### src/rtl/pag_pkg.sv
package pag_pkg;
    parameter int PAGE_W    = 8;
    parameter int OFF_W     = 16;
    parameter int NPAIR     = 4;
    parameter int SRC_W     = 4;
    parameter int VEC_W     = 8;
    parameter int VEC_SHIFT = 2;

    localparam int ADDR_W = PAGE_W + OFF_W;
    localparam int SEL_W  = $clog2(NPAIR);

    typedef logic [PAGE_W-1:0] page_t;
    typedef logic [OFF_W-1:0]  off_t;

    typedef struct packed {
        page_t page;
        off_t  off;
    } ptr_t;

    typedef enum logic [1:0] {
        OL_IMM  = 2'd0,
        OL_IDX  = 2'd1,
        OL_VEC  = 2'd2,
        OL_HOLD = 2'd3
    } olat_src_e;

    localparam logic [SRC_W-1:0] SRC_PAGEREL = SRC_W'(NPAIR);
    localparam logic [SRC_W-1:0] SRC_ZERO    = SRC_W'(NPAIR + 1);

    // Chained step: offset arithmetic first, its carry/borrow then moves the page.
    function automatic ptr_t ptr_step(ptr_t p, off_t amt, logic dec);
        logic [OFF_W:0] s;
        ptr_t r;
        if (dec) s = {1'b0, p.off} - {1'b0, amt};
        else     s = {1'b0, p.off} + {1'b0, amt};
        r.off = s[OFF_W-1:0];
        if (dec) r.page = p.page - page_t'(s[OFF_W]);
        else     r.page = p.page + page_t'(s[OFF_W]);
        return r;
    endfunction

    function automatic off_t vec_offset(off_t raw);
        return off_t'(raw[VEC_W-1:0]) << VEC_SHIFT;
    endfunction
endpackage

### src/rtl/pag_ptr_file.sv
module pag_ptr_file
    import pag_pkg::*;
(
    input  logic             clk,
    input  logic             rst,
    input  logic             ld_en,
    input  logic [SEL_W-1:0] ld_sel,
    input  ptr_t             ld_val,
    input  logic             st_en,
    input  logic [SEL_W-1:0] st_sel,
    input  logic             st_dec,
    input  off_t             st_amt,
    output ptr_t             pairs [NPAIR],
    output ptr_t             upd_q
);
    ptr_t regs_q [NPAIR];
    ptr_t step_val;
    logic st_blocked;

    assign step_val   = ptr_step(regs_q[st_sel], st_amt, st_dec);
    assign st_blocked = ld_en && (ld_sel == st_sel);

    for (genvar g = 0; g < NPAIR; g++) begin : g_pair
        always_ff @(posedge clk) begin
            if (rst)                                      regs_q[g] <= '0;
            else if (ld_en && ld_sel == SEL_W'(g))        regs_q[g] <= ld_val;
            else if (st_en && st_sel == SEL_W'(g))        regs_q[g] <= step_val;
        end
        assign pairs[g] = regs_q[g];
    end

    always_ff @(posedge clk) begin
        if (rst)                       upd_q <= '0;
        else if (st_en && !st_blocked) upd_q <= step_val;
    end

    // the stepped pair and the step result agree after the edge
    assert_step_atomic_R10: assert property (@(posedge clk) disable iff (rst)
        (st_en && !st_blocked) |=> (regs_q[$past(st_sel)] == upd_q));

    // a load always lands, even against a step on the same pair
    assert_load_wins_R11: assert property (@(posedge clk) disable iff (rst)
        ld_en |=> (regs_q[$past(ld_sel)] == $past(ld_val)));

    // a blocked step leaves the step result untouched
    assert_blocked_hold_R11: assert property (@(posedge clk) disable iff (rst)
        (st_en && st_blocked) |=> $stable(upd_q));
endmodule

### src/rtl/pag_off_latch.sv
module pag_off_latch
    import pag_pkg::*;
(
    input  logic      clk,
    input  logic      rst,
    input  logic      en,
    input  olat_src_e src,
    input  off_t      imm,
    input  off_t      idx,
    output off_t      lat_q
);
    off_t nxt;

    always_comb begin
        unique case (src)
            OL_IMM:  nxt = imm;
            OL_IDX:  nxt = idx;
            OL_VEC:  nxt = vec_offset(imm);
            default: nxt = lat_q;
        endcase
    end

    always_ff @(posedge clk) begin
        if (rst)     lat_q <= '0;
        else if (en) lat_q <= nxt;
    end

    // immediate source captured on the edge
    assert_lat_imm_R3: assert property (@(posedge clk) disable iff (rst)
        (en && src == OL_IMM) |=> (lat_q == $past(imm)));

    // hold source leaves the latch untouched
    assert_lat_hold_R3: assert property (@(posedge clk) disable iff (rst)
        (en && src == OL_HOLD) |=> $stable(lat_q));
endmodule

### src/rtl/pag_addr_mux.sv
module pag_addr_mux
    import pag_pkg::*;
(
    input  ptr_t             pairs [NPAIR],
    input  off_t             lat,
    input  logic [SRC_W-1:0] src,
    input  logic [SEL_W-1:0] pr_sel,
    input  logic             zp_bit,
    output logic [ADDR_W-1:0] addr,
    output logic             err
);
    logic [ADDR_W-1:0] pair_addr [NPAIR];

    for (genvar g = 0; g < NPAIR; g++) begin : g_src
        assign pair_addr[g] = {pairs[g].page, pairs[g].off};
    end

    always_comb begin
        addr = '0;
        err  = 1'b0;
        if (src < SRC_W'(NPAIR)) begin
            addr = pair_addr[src[SEL_W-1:0]];
        end else if (src == SRC_PAGEREL) begin
            addr = {(zp_bit ? page_t'(0) : pairs[pr_sel].page), lat};
        end else if (src == SRC_ZERO) begin
            addr = {page_t'(0), lat};
        end else begin
            err = 1'b1;
        end
    end
endmodule

### src/rtl/pag_addr_gen.sv
module pag_addr_gen
    import pag_pkg::*;
(
    input  logic                    clk,
    input  logic                    rst,
    input  logic                    ld_en,
    input  logic [SEL_W-1:0]        ld_sel,
    input  logic [PAGE_W-1:0]       ld_page,
    input  logic [OFF_W-1:0]        ld_off,
    input  logic                    lat_en,
    input  logic [1:0]              lat_src,
    input  logic [OFF_W-1:0]        imm,
    input  logic [OFF_W-1:0]        idx,
    input  logic [SRC_W-1:0]        src_code,
    input  logic [SEL_W-1:0]        pr_sel,
    input  logic                    zp_bit,
    input  logic                    step_en,
    input  logic [SEL_W-1:0]        step_sel,
    input  logic                    step_dec,
    input  logic [OFF_W-1:0]        step_amt,
    output logic [ADDR_W-1:0]       addr_o,
    output logic                    dec_err_o,
    output logic [ADDR_W-1:0]       upd_o
);
    ptr_t pairs [NPAIR];
    ptr_t upd_q;
    off_t lat_q;
    ptr_t ld_val;

    assign ld_val = '{page: ld_page, off: ld_off};

    pag_ptr_file u_ptr (
        .clk    (clk),
        .rst    (rst),
        .ld_en  (ld_en),
        .ld_sel (ld_sel),
        .ld_val (ld_val),
        .st_en  (step_en),
        .st_sel (step_sel),
        .st_dec (step_dec),
        .st_amt (step_amt),
        .pairs  (pairs),
        .upd_q  (upd_q)
    );

    pag_off_latch u_lat (
        .clk   (clk),
        .rst   (rst),
        .en    (lat_en),
        .src   (olat_src_e'(lat_src)),
        .imm   (imm),
        .idx   (idx),
        .lat_q (lat_q)
    );

    pag_addr_mux u_mux (
        .pairs  (pairs),
        .lat    (lat_q),
        .src    (src_code),
        .pr_sel (pr_sel),
        .zp_bit (zp_bit),
        .addr   (addr_o),
        .err    (dec_err_o)
    );

    assign upd_o = upd_q;

    // forced-zero source never carries a page byte
    assert_zero_page_R6: assert property (@(posedge clk) disable iff (rst)
        (src_code == SRC_ZERO) |-> (addr_o == {page_t'(0), lat_q}));

    // page-relative with the zero bit set ignores the chosen pair
    assert_pagerel_zp_R5: assert property (@(posedge clk) disable iff (rst)
        (src_code == SRC_PAGEREL && zp_bit) |-> (addr_o[ADDR_W-1:OFF_W] == '0));

    // an error always comes with a zero address
    assert_err_zero_R7: assert property (@(posedge clk) disable iff (rst)
        dec_err_o |-> (addr_o == '0));

    // defined codes never flag an error
    assert_no_err_R7: assert property (@(posedge clk) disable iff (rst)
        (src_code <= SRC_ZERO) |-> !dec_err_o);

    // stack pair source tracks pair 3
    assert_stack_pair_R2: assert property (@(posedge clk) disable iff (rst)
        (src_code == SRC_W'(NPAIR - 1)) |-> (addr_o == {pairs[NPAIR-1].page, pairs[NPAIR-1].off}));

    // reset clears the step result
    assert_reset_clear_R1: assert property (@(posedge clk)
        rst |=> (upd_o == '0));
endmodule

### config.mk
export PLATFORM = sky130hd
export DESIGN_NAME = pag_addr_gen
export DESIGN_NICKNAME = d
export VERILOG_FILES = /design/src/rtl/pag_pkg.sv /design/src/rtl/pag_ptr_file.sv /design/src/rtl/pag_off_latch.sv /design/src/rtl/pag_addr_mux.sv /design/src/rtl/pag_addr_gen.sv
export SDC_FILE = /design/constraint.sdc
export NUM_CORES = 1
export LEC_CHECK = 0
export BUFFER_PORTS_ARGS = -buffer_cell sky130_fd_sc_hd__buf_2
export CAP_MARGIN = 30
export CORE_UTILIZATION = 30
export CTS_CLUSTER_SIZE = 30
export DETAILED_ROUTE_END_ITERATION = 7
export SETUP_SLACK_MARGIN = 0.4
export SYNTH_ARGS = -nofsm -noshare
export SYNTH_HDL_FRONTEND = slang
export SYNTH_SLANG_ARGS = --single-unit
### constraint.sdc
create_clock -name clk -period 6.1 [get_ports clk]
set_input_delay 0.305 -clock clk [delete_from_list [all_inputs] [get_ports clk]]
set_output_delay 0.305 -clock clk [all_outputs]
set_load 0.02 [all_outputs]
==> Word-level counts from Yosys, hierarchy flattened <==
Memories as Yosys holds them, arrays and structs flattened.
Index checks and enable logic that the tools add are counted.
{ "totals": {"regBits": 40, "ram_bits": 96, "out_inout_bits": 49, "n_memories": 1, "latch_bits": 0, "input_bits": 91, "romBits": 0, "word_cells": 102} }
{ "memory_table": {"columns": ["name", "depth", "width", "read_ports", "rd_ports_with_merged_regs", "write_ports", "line", "text"], "rows": [
  ["u_ptr.regs_q", 4, 24, 5, 0, 4, "pag_ptr_file.sv:16", "ptr_t regs_q [NPAIR];"]
]} }
{ "op_classes": {"n_mul": 0, "addsub": 4, "muxes": 54, "bitwise": 10, "n_eq_ne": 11, "n_reduce_logical": 16, "order_cmp": 3, "div_mod_pow": 0, "n_shift": 0} }
{ "op_table": {"columns": ["operator", "n"], "rows": [
  ["$mux 24", 14],
  ["$bmux 24 s2", 2],
  ["$pmux 16 s3", 1],
  ["$mux 1", 33],
  ["$add 16x16->17", 1],
  ["$mux 17", 1],
  ["$sub 16x16->17", 1],
  ["$mux 16", 1],
  ["$mux 8", 2],
  ["$eq 2x2->1 const B", 5],
  ["$logic_and 1x1->1", 10],
  ["$add 8x1->8", 1],
  ["$eq 4x3->1 const B", 2],
  ["$or 1x1->1", 8],
  ["$sub 8x1->8", 1],
  ["$eq 2x1->1 const B", 3],
  ["$ge 3x3->1 const B", 2],
  ["$logic_not 2->1", 3],
  ["$not 2->3", 2],
  ["$lt 4x3->1 const B", 1],
  ["$reduce_bool 3->1", 1],
  ["$eq 2x2->1", 1],
  ["$reduce_and 2->1", 1],
  ["$logic_not 1->1", 1]
]} }

==> Depth between registers and ports, before layout <==
{ "logic_depth": {"depth_word": 7, "ltp_mapped": 23, "ltp_nobuf": 20} }

==> Cells and area by module <==
From an unflattened synthesis, not the netlist that was laid out.
{ "hier_totals": {"cells_unflattened": 789, "area_unflattened_um2": 9086.2} }
{ "modules_own_cells": {"columns": ["mod", "seq_area_each_um2", "instances", "area_per_inst_um2", "cells_per_inst"], "rows": [
  ["pag_ptr_file", 3363.2, 1, 7025.5, 618],
  ["pag_addr_mux", 0.0, 1, 1122.3, 72],
  ["pag_off_latch", 320.3, 1, 938.4, 99]
]} }

==> Worst setup path after synthesis <==
No wires, ideal clock.
{ "synth_path": {"path_kind": "input to register", "start": "input step_sel[0]", "end": "memory u_ptr.regs_q[0][23] (netlist name), data pin", "path_buffers": 4, "setup_slack_ns": 0.751, "t_required_ns": 5.843, "cell_stages": 19, "t_arrival_ns": 5.092, "setup_time_ns": 0.257, "path_cell_list": "buf_2 -> buf_1 -> buf_1 -> mux4_2 -> ha_1 -> a2111oi_1 -> nor3_1 -> o21ai_1 -> buf_2 -> nand2_1 -> ha_1 -> inv_1 -> and3_1 -> and2_1 -> and4_1 -> a21oi_1 -> o31a_1 -> or3_4 -> a32o_1"} }
{ "synth_lines": {"columns": ["element", "line", "text"], "rows": [
  ["start: declaration", "pag_addr_gen.sv:18", "input logic [SEL_W-1:0] step_sel,"],
  ["end: declaration", "pag_ptr_file.sv:16", null]
]} }

==> reports/qor.yml <==
run_status:
  outcome: "complete, no violations"
sta:
  setup_ws_ns: 1.10
  fmax_mhz: 200
  skew_ns: 0.0138
  rsz0062_at_grt: "false"
  finalCritPeriodShare: 0.820
  slew_headroom: 0.275
  whs_ns: 0.126
  drv_slew: 0
  hold_violations: 0
  final.setup.tns_ns: 0
  fin_crit_ns: 5.00
  worst_pin_slew_ns: 1.08
  setup_viol: 0
setup_path:
  start_kind: "input port"
  cp_cell_sequence: "buf_2 -> nor3_1 -> a41o_1 -> o21ai_0 -> xnor2_1 -> ha_1 -> a21oi_1 -> o21ai_0 -> a221oi_1 -> nand4b_1 -> nand2_1 -> inv_1 -> ha_1 -> nor2_1 -> nor4_1 -> o311a_1 -> or3_4 -> a32o_1"
  slowest_stage: "nor3_1"
  path_delay_family: "simple AND/OR/NAND/NOR gates"
  arrival_ns: 5.19
  slowest_delay_ns: 0.53
  crit_type: "in2reg"
  required_ns: 6.28
  cp-end-kind: "flip-flop"
  critPathMaxFanout: 10
  path_buf_inv: 2
global_route:
  antenna_found_initial: 1
  grt_max_degree: 28
  grt_pass1_vias: 7570
  grt-ovfl-total: 0
  grt_use_total: 0.203
  grt_pass1_wl_um: 45700
place:
  dp_cells: 1293
  hpwl_um: 21500
  numPortBuffers: 139
  gp_congestion: 0.910
  pre_cts_ws_ns: 0.717
cts:
  hold_buffers: 0
  clkLatencyLatePin_ns: 0.43
  htreeDepth: 4
  post_cts_buffers: 0
  cts_buffer_depth: 2
  cts_tree: "done"
  cts_resized: 0
  root_buffer: "clkbuf_16"
  cts_buffers: 17
  path_clk_slew_ns: 0.06
  cts_num_sinks: 136
floorplanning:
  die-area_um2: 30100
  rows: 62
  core_area_um2: 28900
  dieHeight_um: 174
  die_width_um: 174
  io_pins: 140
  start_util: 0.306
yosys:
  ys_seq_area_frac: 0.417
  synthSimpleGateAreaFrac: 0.124
  yosysUniqueCellTypes: 61
  synth_compound_area_frac: 0.217
  yosys.area.top_type: "edfxtp_1"
  synth_seq_cells: 136
  synthArstFlopShare: 0
  postSynthAreaPerCell_um2: 11.0
  synth_most_common_cell: "edfxtp_1"
  synth_top_area_share: 0.327
  yosys-top-cells-area: "edfxtp_1, mux4_2, a22o_1"
  synth_enable_flop_cells: 96
  ys_warn_count: 0
  synthMuxAreaShare: 0.144
  synth_xor_area_frac: 0.0268
  synth_fa_ha_area_frac: 0.0377
  synthCells: 803
  synth_ff_type: "edfxtp_1"
  synth_top_family_by_area: "compound AO/OA/AOI/OAI gates"
  synth_commonest_cells: "edfxtp_1, a22o_1, nand2_1, mux4_2, a21oi_1"
  synth_area_um2: 8830
  syn-num-nets: 920
final_layout:
  fill_cells: 2889
  synthToLayoutAreaGrowth_pct: 21.2
  multiInputGateArea_um2: 4890
  fin_util: 0.371
  drive_above_1_share: 0.282
  finalNonFillerCells: 1325
  seq_area_um2: 3680
  num_antenna_cells: 0
  layout.nets: 1045
routing:
  drt_iter0_markers: 705
  wl_per_cell_um: 23.1
  ant_nets: 0
  drc: 0
  via_per_inst: 5.81
  dr.pass1.iters: 6
  vias: 7699
  wirelength_um: 30600
power:
  leakagePower_uw: 0.00415
  powerDensity_nw_per_um2: 285
  vdd_drop_max_v: 0.000170
flow_run:
  cap_violations: 0
min_path:
  hold_path_class: "in2reg"
## per-layer routing
metal / global-route usage / part of all wire
met1: 0.282 / 0.44
met2: 0.319 / 0.45
met4: 0.0531 / 0.015
met3: 0.0450 / 0.087
met5: 0 / 0.00062
## through the flow
| stage | total power, µW | instance area [µm²] |
|---|---|---|
| CTS | 3050 | 10700 |
| global placement | 1990 | 9960 |
| global route | 3190 | 10700 |
| detailed placement | 2010 | 10100 |
| finish | 3050 | 10700 |
| floorplan | 1710 | 8830 |
## cells in the final DEF (no fill, tap or decap), drive strengths merged, types with 6 or more instances in the layout
| master | netlist | layout |
|---|---|---|
| xnor2 | 27 | 27 |
| o21a | 6 | 6 |
| mux4 | 55 | 55 |
| a22o | 95 | 95 |
| edfxtp | 96 | 96 |
| a211oi | 7 | 7 |
| dfxtp | 40 | 40 |
| clkbuf | 40 | 19 |
| or3 | 12 | 12 |
| nand2 | 68 | 68 |
| o211ai | 6 | 6 |
| buf | 15 | 161 |
| nor2 | 37 | 37 |
| ha | 25 | 25 |
| nor3 | 24 | 24 |
| nor2b | 8 | 8 |
| a21oi | 51 | 51 |
| and2 | 8 | 8 |
| o21ai | 49 | 49 |
| inv | 24 | 29 |
| a221oi | 16 | 16 |
| nand3 | 18 | 18 |
## state kept, by name, indices dropped and copies added, names as in the netlist
name,cells
u_lat.lat_q,16
u_ptr.upd_q,24
u_ptr.regs_q,96
## worst register-to-register path, cell delays in order, from the launching register on
cell	delay [ns]
edfxtp_1	0.39
mux4_2	0.47
inv_1	0.07
ha_1	0.18
inv_1	0.06
fa_1	0.43
a211oi_1	0.31
o21a_1	0.23
or3_1	0.15
nand4b_1	0.37
nand2_1	0.29
inv_1	0.11
ha_1	0.26
nor2_1	0.19
nor4_1	0.07
o311a_1	0.39
or3_4	0.40
a32o_1	0.25
## cell families after synthesis
group	Yosys count
adders and majority gates	26
xor gates and xnor gates	27
muxes	58
and+or+nand+nor	211
DFF	136
AOI/OAI and AO/OA	266
buffers and inverters	79
## layout make-up
type	count	share of cell area
flip-flops and latches	136	0.344
repair buffers	161	0.0905
clock inverters	13	0.0135
multi-input cells	588	0.457
inverters	24	0.00842
clock buffers	19	0.0414
well taps	384	0.0449
## worst paths after layout
kind	cells after the start	slack, ns	to	start
max	18	1.10	u_ptr.regs_q[0][23]$_DFFE_PP_	step_amt[2]
max reg2reg	17	1.24	u_ptr.regs_q[0][23]$_DFFE_PP_	u_ptr.regs_q[2][0]$_SDFFCE_PN0P_
min	3	0.13	u_lat.lat_q[4]$_SDFFE_PP0P_	idx[4]
min reg2reg	2	0.45	u_ptr.upd_q[19]$_SDFFE_PP0P_	u_ptr.upd_q[19]$_SDFFE_PP0P_
## power breakdown
group          leakage [µW]  switching (µW)  internal [µW]
clock              0.000282             430            618
sequential          0.00135            46.2           1090
combinational       0.00251             535            333
(Power assumes the default switching activity.)
